===== src/rtl/trig_pkg.sv =====
package trig_pkg;
  typedef enum logic [1:0] {
    ST_IDLE = 2'd0,
    ST_REQ  = 2'd1,
    ST_RSP  = 2'd2
  } trigState_t;

  typedef struct packed {
    logic load;
  } ctrlStrobe_t;

  // bit positions (LSB-first) decoded by the interrupt controller side
  localparam int ABT_MODE_BIT = 53;
  localparam int PAGE64_BIT   = 62;

  localparam logic [1:0] SEL_CTRL  = 2'd0;
  localparam logic [1:0] SEL_ADDR  = 2'd1;
  localparam logic [1:0] SEL_INDEX = 2'd2;
endpackage


===== src/rtl/trig_ctrl.sv =====
module trig_ctrl
  import trig_pkg::*;
(
  input  logic        clk,
  input  logic        rstN,
  input  logic        evtValid,
  output logic        evtReady,
  output logic        wrValid,
  input  logic        wrReady,
  input  logic        rspValid,
  input  logic        rspErr,
  output logic        trigErr,
  output ctrlStrobe_t strobe
);
  trigState_t stateQ, stateD;

  always_comb begin
    stateD = stateQ;
    case (stateQ)
      ST_IDLE: if (evtValid) stateD = ST_REQ;
      ST_REQ:  if (wrReady)  stateD = ST_RSP;
      ST_RSP:  if (rspValid) stateD = ST_IDLE;
      default: stateD = ST_IDLE;
    endcase
  end

  always_ff @(posedge clk) begin
    if (!rstN) stateQ <= ST_IDLE;
    else       stateQ <= stateD;
  end

  assign evtReady    = (stateQ == ST_IDLE);
  assign wrValid     = (stateQ == ST_REQ);
  assign trigErr     = (stateQ == ST_RSP) && rspValid && rspErr;
  assign strobe.load = evtValid && evtReady;


  accept_to_req_chk: assert property (@(posedge clk) disable iff (!rstN)
    (evtValid && evtReady) |=> (wrValid && !evtReady));


  wait_rsp_chk: assert property (@(posedge clk) disable iff (!rstN)
    (wrValid && wrReady) |=> (!wrValid && !evtReady));


  err_no_retry_chk: assert property (@(posedge clk) disable iff (!rstN)
    trigErr |=> (evtReady && !wrValid && !trigErr));
endmodule


===== src/rtl/trig_dpath.sv =====
module trig_dpath
  import trig_pkg::*;
#(
  parameter int          SRC_W        = 24,
  parameter logic [63:0] INJECT_OFS   = 64'h800,
  parameter int          LEG_FLAG_BIT = 31
) (
  input  logic              clk,
  input  logic              rstN,
  input  logic              cfgWe,
  input  logic [1:0]        cfgSel,
  input  logic [63:0]       cfgWdata,
  input  logic [SRC_W-1:0]  evtSrc,
  input  logic              evtChecked,
  input  ctrlStrobe_t       strobe,
  output logic [63:0]       reqAddr,
  output logic [63:0]       reqData
);
  localparam logic [63:0] PAGE_MASK = 64'd1 << PAGE64_BIT;
  localparam logic [63:0] FLAG_MASK = 64'd1 << LEG_FLAG_BIT;

  logic        abtMode;
  logic [63:0] notifyAddr;
  logic [63:0] notifyIndex;
  logic [4:0]  pageShift;
  logic [63:0] srcExt;
  logic [63:0] nextAddr;
  logic [63:0] nextData;

  always_ff @(posedge clk) begin
    if (!rstN) begin
      abtMode     <= 1'b0;
      notifyAddr  <= '0;
      notifyIndex <= '0;
    end else if (cfgWe) begin
      case (cfgSel)
        SEL_CTRL:  abtMode     <= cfgWdata[ABT_MODE_BIT];
        SEL_ADDR:  notifyAddr  <= cfgWdata;
        SEL_INDEX: notifyIndex <= cfgWdata;
        default:   ;
      endcase
    end
  end

  always_comb begin
    srcExt    = 64'(evtSrc);
    pageShift = notifyAddr[PAGE64_BIT] ? 5'd16 : 5'd12;
    if (abtMode) begin
      nextAddr = (notifyAddr & ~PAGE_MASK)
               | (srcExt << (pageShift + 5'd1))
               | (64'd1 << pageShift)
               | (evtChecked ? INJECT_OFS : 64'd0);
      nextData = '0;
    end else begin
      nextAddr = notifyAddr;
      nextData = notifyIndex | srcExt | (evtChecked ? FLAG_MASK : 64'd0);
    end
  end

  always_ff @(posedge clk) begin
    if (!rstN) begin
      reqAddr <= '0;
      reqData <= '0;
    end else if (strobe.load) begin
      reqAddr <= nextAddr;
      reqData <= nextData;
    end
  end


  abt_zero_data_chk: assert property (@(posedge clk) disable iff (!rstN)
    (strobe.load && abtMode) |=> (reqData == 64'd0));


  leg_addr_chk: assert property (@(posedge clk) disable iff (!rstN)
    (strobe.load && !abtMode) |=> (reqAddr == $past(notifyAddr)));
endmodule


===== src/rtl/trig_store_gen.sv =====
module trig_store_gen
  import trig_pkg::*;
#(
  parameter int          SRC_W        = 24,
  parameter logic [63:0] INJECT_OFS   = 64'h800,
  parameter int          LEG_FLAG_BIT = 31
) (
  input  logic             clk,
  input  logic             rstN,
  input  logic             cfgWe,
  input  logic [1:0]       cfgSel,
  input  logic [63:0]      cfgWdata,
  input  logic             evtValid,
  output logic             evtReady,
  input  logic [SRC_W-1:0] evtSrc,
  input  logic             evtChecked,
  output logic             wrValid,
  input  logic             wrReady,
  output logic [63:0]      wrAddr,
  output logic [63:0]      wrData,
  input  logic             rspValid,
  input  logic             rspErr,
  output logic             trigErr
);
  ctrlStrobe_t strobe;

  trig_ctrl u_ctrl (
    .clk(clk), .rstN(rstN), .evtValid(evtValid), .evtReady(evtReady),
    .wrValid(wrValid), .wrReady(wrReady), .rspValid(rspValid),
    .rspErr(rspErr), .trigErr(trigErr), .strobe(strobe)
  );

  trig_dpath #(
    .SRC_W(SRC_W), .INJECT_OFS(INJECT_OFS), .LEG_FLAG_BIT(LEG_FLAG_BIT)
  ) u_dpath (
    .clk(clk), .rstN(rstN), .cfgWe(cfgWe), .cfgSel(cfgSel),
    .cfgWdata(cfgWdata), .evtSrc(evtSrc), .evtChecked(evtChecked),
    .strobe(strobe), .reqAddr(wrAddr), .reqData(wrData)
  );


  req_hold_chk: assert property (@(posedge clk) disable iff (!rstN)
    (wrValid && !wrReady) |=> (wrValid && $stable(wrAddr) && $stable(wrData)));
endmodule


===== config.mk =====
export PLATFORM = sky130hd
export DESIGN_NAME = trig_store_gen
export DESIGN_NICKNAME = d
export VERILOG_FILES = /design/src/rtl/trig_pkg.sv /design/src/rtl/trig_ctrl.sv /design/src/rtl/trig_dpath.sv /design/src/rtl/trig_store_gen.sv
export SDC_FILE = /design/constraint.sdc
export NUM_CORES = 1
export LEC_CHECK = 0
export BUFFER_PORTS_ARGS = -buffer_cell sky130_fd_sc_hd__buf_2
export CORE_MARGIN = 4
export CORE_UTILIZATION = 50
export CTS_CLUSTER_DIAMETER = 80
export DETAILED_ROUTE_END_ITERATION = 16
export GPL_TIMING_DRIVEN = 0
export PLACE_DENSITY = 0.75
export SYNTH_ARGS = -nofsm -noshare
export SYNTH_HDL_FRONTEND = slang
export SYNTH_SLANG_ARGS = --single-unit

===== constraint.sdc =====
create_clock -name clk -period 2 [get_ports clk]
set_input_delay 0.2 -clock clk [delete_from_list [all_inputs] [get_ports clk]]
set_output_delay 0.2 -clock clk [all_outputs]
set_load 0.005 [all_outputs]

==> results.txt, run 1 <==
----------------------------------------------------
[Run status]
  Outcome ... complete, no violations

[STA]
  Min Clock Period, post-route ... 1.90 ns
  Remaining max-slew budget at the tightest pin ... 0.456
  Final worst hold slack ... 0.0155 ns
  Actual slew at the worst max-slew pin ... 0.817 ns
  Final worst-path setup slack ... 0.103 ns
  Count of final setup violators ... 0
  Max-slew violation total from the final report ... 0
  Hold Vio Cnt, Final ... 0
  Period utilisation layout ... 0.949
  Worst clock skew on the final layout ... 0.0132 ns
  Fmax ... 527 MHz
  Unrepaired setup endpoints after global routing ... no

[Yosys]
  Most frequent cell after synthesis ... nand2_1
  EDFF count, synth ... 0
  Cell area after synthesis ... 9970 um^2
  Top post-synthesis cells by area ... dfxtp_1 52%, nand2_1 15%, a21boi_0 14%, a21boi_1 3.3%, nand3b_1 3.2%
  Gate count after technology mapping ... 1170
  Top-area cell type share of the netlist area ... 0.520
  Synth warn ... 0
  Share of flip-flops with an asynchronous set or reset after synthesis ... 0
  Net count after synthesis ... 1268
  Number of synthesized register bits ... 259
  Most common flop cell mapped by yosys ... dfxtp_1
  Library cells used by synthesis ... 28
  Proportion of synthesized chip area in sequential cells ... 0.520
  Library cell with the largest summed area after synthesis ... dfxtp_1
  Most frequent cells after synthesis ... 388 x nand2_1, 259 x dfxtp_1, 182 x a21boi_0
  Mapped Avg Cell Area ... 8.52 um^2

[Routing]
  Initial drt markers ... 478
  Drt wl/cell ... 17.2 um
  Remaining antenna violation count ... 0
  Drt first pass iters ... 5
  Residual DRC ... 0
  Total number of vias ... 9347
  Total wire length ... 30.5 mm
  Number of vias per cell ... 5.26

[Global routing]
  Via count of the first global-routing pass ... 9127
  Largest net degree at the start of global routing ... 14
  Global-route usage over all layers ... 0.266
  Number of antenna violations at the first check in global routing ... 1
  Wire length of the first global-routing pass ... 47.5 mm
  Grt ovf ... 0

[Power and ir drop]
  Peak supply drop ... 0.632 mV
  Pwr/cell area ... 885 nW/um^2
  Leakage power summed over all cells ... 5.11 nW

[Die]
  Die X-Extent ... 149 um
  Die area ... 22300 um^2
  Core Box Area ... 19500 um^2
  Ports placed on the boundary ... 229
  Effective utilization at floorplan ... 0.511
  Overall die height ... 149 um
  Std-Cell Rows ... 51

[Cells and area]
  Cell Count, Final, Fillers Out ... 1776
  # nets final ... 1590
  Synth-to-layout area growth ... 30.1%
  Fin area ... 13000 um^2
  Total of fill cells in the finished design ... 1676
  Layout cell share with drive strength beyond 1 ... 0.187
  Area occupied by registers ... 5180 um^2
  Final core occ ... 0.664
  Multi-input gate area in the final layout ... 4380 um^2

[Placement]
  Half-perimeter wire length of the detailed placement result ... 22.0 mm
  Worst slack at placement ... -0.0565 ns
  Total placed instance area ... 11400 um^2
  Placer Congestion ... 0.858
  Input/output buffers ... 227
  Inst Count DP ... 1662

[Critical path]
  CP Buf/Inv Count ... 2
  Data arrival time at the worst-slack endpoint ... 2.28 ns
  Critical Path Max Stage Delay ... 0.57 ns
  Endpoint type of the worst setup path ... flip-flop
  Cell Chain, Critical Path ... clkbuf_1 -> clkbuf_1 -> nand3b_1 -> a21boi_0
  Dominant delay contributor by cell family on the critical path ... buffers and inverters
  Critical-path maximum fanout ... 10
  WS Path Type ... flip-flop to flip-flop
  Required time at the endpoint of the critical path ... 2.38 ns
  Slowest stage cell on the critical path ... clkbuf_1
  Sort of element at the start of the critical path ... flip-flop
  Cell occurring most often along the worst timing path ... clkbuf_1

[Clock tree]
  Clock sink total ... 259
  Clock tree root buffer cell ... clkbuf_16
  Maximum count of clock buffers along a single path ... 3
  Latest clock arrival within the worst-skew pair ... 0.52 ns
  TritonCTS clock tree ... yes
  Clock transition time at the flip-flop clock pins of the worst setup and hold paths ... 0.06 ns
  Total clock buffers created by CTS ... 26
  H-tree levels ... 1

[Job]
  Max-cap violations ... 0

[Worst hold path]
  Worst hold path type ... primary input to flip-flop

----------------------------------------------------
[placed cells by master (no fill, tap or decap), types with 10 or more instances in the layout]
| master | n |
|---|---|
| nand2_1 | 388 |
| dfxtp_1 | 259 |
| buf_2 | 234 |
| a21boi_0 | 182 |
| clkbuf_1 | 81 |
| dlygate4sd3_1 | 65 |
| a21boi_1 | 44 |
| nand3b_1 | 42 |
| a21oi_1 | 35 |
| o21ai_0 | 29 |
| nor2_1 | 28 |
| clkbuf_16 | 27 |
| or3_1 | 25 |
| a221oi_1 | 20 |
| buf_1 | 10 |
[worst min-delay path, stage by stage]
cell and delay, ns:
buf_2 0.11, a21oi_1 0.06, a21oi_1 0.12
[metrics by stage]
step                      power [W]  TNS (ns)
after floorplan             0.00610         0
after global placement      0.00658    -0.318
after detailed placement    0.00660    -0.330
after CTS                    0.0115         0
after global routing         0.0119         0
final                        0.0115         0
[final timing paths]
check | from | end | slack (ns) | depth (start not counted)
worst max-delay path | u_dpath.abtMode$_SDFFE_PN0P_ | u_dpath.reqData[47]$_SDFFE_PN0P_ | 0.10 | 4
worst min-delay path | evtSrc[21] | u_dpath.reqAddr[38]$_SDFFE_PN0P_ | 0.02 | 3
worst max register to register | u_dpath.abtMode$_SDFFE_PN0P_ | u_dpath.reqData[47]$_SDFFE_PN0P_ | 0.10 | 4
worst min register to register | u_dpath.reqData[9]$_SDFFE_PN0P_ | u_dpath.reqData[9]$_SDFFE_PN0P_ | 0.45 | 2
[power by group]
part           internal, W  switching [W]
clock network      0.00288        0.00198
logic             0.000493       0.000651
registers          0.00536       0.000113
total              0.00873        0.00274
[sequential cells by signal, indices dropped and copies added (netlist names)]
name,flops
u_ctrl.stateQ,2
u_dpath.abtMode,1
u_dpath.notifyAddr,64
u_dpath.notifyIndex,64
u_dpath.reqAddr,64
u_dpath.reqData,64
[layer usage]
layer  track usage  vias up  share of wire
met1         0.347     4362           0.42
met3        0.0450       71          0.077
met2         0.455      356           0.47
met4        0.0815        0          0.030
li1              -     4558              -
met5             0        -              0
[repair_timing]
action | CTS | global route
buffers inserted | 0 | 2
resized for setup | 1 | 2
pin swaps | 0 | 1
endpoints found under the setup margin | 10 | 13
endpoints found under the hold margin | 128 | 0
hold buffers | 65 | 0
[logic make-up (layout without fill, tap and decap cells)]
group           after synthesis  in the layout  share of synthesized area
other cells                   0              1                          0
simple gates                497            497                      0.215
flops                       259            259                      0.520
buf+inv                      99            439                     0.0412
mux                           1              1                    0.00100
compound gates              314            314                      0.223
[cell type report]
| cell class | count | area share |
|---|---|---|
| Inverter | 1 | 0.000289 |
| Tap cell | 265 | 0.0256 |
| Multi-Input combinational cell | 812 | 0.338 |
| Clock buffer | 40 | 0.0620 |
| Antenna cell | 1 | 0.000193 |
| Sequential cell | 259 | 0.400 |
| Timing Repair Buffer | 294 | 0.139 |
| Buffer | 98 | 0.0314 |
| Clock inverter | 6 | 0.00424 |
Note: power is estimated with default switching activity, not from simulation.
==> run 2, diff against run 1 <==
--- a/config.mk
+++ b/config.mk
@@ -12,6 +12,7 @@
 export DETAILED_ROUTE_END_ITERATION = 16
 export GPL_TIMING_DRIVEN = 0
 export PLACE_DENSITY = 0.75
+export RECOVER_POWER = 50
 export SYNTH_ARGS = -nofsm -noshare
 export SYNTH_HDL_FRONTEND = slang
 export SYNTH_SLANG_ARGS = --single-unit
==> results.txt, run 2 (same netlist as run 1, synthesis figures left out) <==
----------------------------------------------------
[Run status]
  Outcome ... complete, no violations

[STA]
  Final TNS setup ... 0 ns
  Count of final setup violators ... 0
  Max-slew violation total from the final report ... 0
  Actual slew at the worst max-slew pin ... 0.817 ns
  Period utilisation layout ... 0.951
  Fmax ... 526 MHz
  Min Clock Period, post-route ... 1.90 ns
  Unrepaired setup endpoints after global routing ... no
  Remaining max-slew budget at the tightest pin ... 0.455
  Worst clock skew on the final layout ... 0.0135 ns
  Hold Vio Cnt, Final ... 0

[Die]
  Overall die height ... 149 um
  Core Box Area ... 19500 um^2
  Die area ... 22300 um^2
  Die X-Extent ... 149 um
  Effective utilization at floorplan ... 0.511
  Std-Cell Rows ... 51
  Ports placed on the boundary ... 229

[Clock tree]
  H-tree levels ... 1
  Total clock buffers created by CTS ... 26
  Clock sink total ... 259
  Clock tree root buffer cell ... clkbuf_16
  TritonCTS clock tree ... yes
  Latest clock arrival within the worst-skew pair ... 0.52 ns
  Clock transition time at the flip-flop clock pins of the worst setup and hold paths ... 0.06 ns
  Maximum count of clock buffers along a single path ... 3

[Routing]
  Drt wl/cell ... 17.2 um
  Residual DRC ... 0
  Total wire length ... 30.6 mm
  Total number of vias ... 9381
  Initial drt markers ... 514
  Remaining antenna violation count ... 0
  Number of vias per cell ... 5.28
  Drt first pass iters ... 5

[Global routing]
  Global-route usage over all layers ... 0.266
  Grt ovf ... 0
  Met2 Usage GRT ... 0.455
  Largest net degree at the start of global routing ... 14
  Number of antenna violations at the first check in global routing ... 1
  Layer with the highest usage after global routing ... met2
  Met1 Track Usage GR ... 0.347
  Via count of the first global-routing pass ... 9127
  Wire length of the first global-routing pass ... 47.5 mm
  Met3 global-route usage ... 0.0450

[Cells and area]
  Most common cell after layout, fill and taps aside ... nand2_1
  # nets final ... 1590
  Commonest cells after routing, fill and taps aside ... 388 x nand2_1, 259 x dfxtp_1, 182 x a21boi_0
  Synth-to-layout area growth ... 29.3%
  Fin area ... 12900 um^2
  Layout cell share with drive strength beyond 1 ... 0.143

[Power and ir drop]
  Switching power ... 0.00275 W
  Final Power ... 0.0115 W
  Pwr/cell area ... 890 nW/um^2
  Power share of the clock group ... 0.424
  Leakage power summed over all cells ... 4.82 nW
  P_int ... 0.00872 W
  Flop pwr share ... 0.477
  Peak supply drop ... 0.629 mV
  Combinational fraction of design power ... 0.099
  Switching part of the total ... 0.240

[Critical path]
  Data arrival time at the worst-slack endpoint ... 2.29 ns
  Required time at the endpoint of the critical path ... 2.38 ns
  Critical-path maximum fanout ... 10
  Crit path launch ... u_dpath.abtMode$_SDFFE_PN0P_
  Endpoint type of the worst setup path ... flip-flop
  WS Path Type ... flip-flop to flip-flop
  Sort of element at the start of the critical path ... flip-flop
  R2r startpoint ... u_dpath.abtMode$_SDFFE_PN0P_

[Placement]
  Input/output buffers ... 227
  Half-perimeter wire length of the detailed placement result ... 22.0 mm
  Placer Congestion ... 0.858
  Total placed instance area ... 11400 um^2

[Job]
  Max-cap violations ... 0

[Worst hold path]
  Worst hold path type ... primary input to flip-flop
  Min-delay src ... evtSrc[21]

----------------------------------------------------
==> run 2: cell types whose count changed in the layout (fill, tap and decap cells not counted), sizes merged <==
cell,before,now
buf,250,180
clkbuf,117,187
==> run 2: worst paths after layout <==
path | end | slack [ns] | cells after the start
worst max-delay path | u_dpath.reqData[47]$_SDFFE_PN0P_ | 0.1 | 4
worst min-delay path | u_dpath.reqAddr[38]$_SDFFE_PN0P_ | 0.02 | 3
worst max register to register | u_dpath.reqData[47]$_SDFFE_PN0P_ | 0.1 | 4
worst min register to register | u_dpath.reqData[9]$_SDFFE_PN0P_ | 0.45 | 2
==> run 2: cell type report <==
| type | instances | area (um^2) |
|---|---|---|
| repair buffers | 294 | 1720 |
| well taps | 265 | 332 |
| inverters | 1 | 3.75 |
| flip-flops and latches | 259 | 5180 |
| clock buffers | 40 | 805 |
| multi-input cells | 812 | 4380 |
| diodes | 1 | 2.50 |
| plain buffers | 98 | 408 |
| clock inverters | 6 | 55.1 |
| fillers | 1712 | 6640 |
==> run 2: power groups by stage <==
stage	Clock, W	Combinational [W]	Sequential (W)
6_report	0.00486	0.00113	0.00547
5_1_grt	0.00516	0.00124	0.00549
4_1_cts	0.00491	0.00113	0.00547
2_1_floorplan	0	0.000536	0.00556
3_3_place_gp	0	0.00101	0.00558
3_5_place_dp	0	0.00102	0.00558
==> run 2: through the flow <==
| stage | setup WS (ns) | cells | hold WS [ns] | utilization |
|---|---|---|---|---|
| after floorplan | 0.509 | 1170 | 0.345 | - |
| after global placement | -0.0582 | 1662 | 0.436 | 0.586 |
| after detailed placement | -0.0565 | 1662 | 0.440 | 0.586 |
| after CTS | 0.0500 | 1773 | 0.00421 | 0.663 |
| after global routing | 0.0141 | 1776 | 0.0280 | 0.660 |
| final | 0.0972 | 1776 | 0.0156 | 0.660 |
==> run 2: critical path, cell delays in order, from the launching register on <==
cell	delay (ns)
dfxtp_1	0.45
clkbuf_1	0.57
clkbuf_1	0.44
nand3b_1	0.18
a21boi_0	0.12
==> run 2: timing repair <==
action	4_1_cts	5_1_grt
setup endpoints to repair	10	13
buffers inserted	0	2
pin swaps	0	1
hold buffers	65	0
resized for setup	1	2
endpoints found under the hold margin	128	0
gates cloned	0	0
==> run 2: layer usage <==
metal  up-vias  wire [um]
met1      4400      12900
met2       362      14500
met3        64       2230
li1       4555          -
met5         -          0
met4         0        867
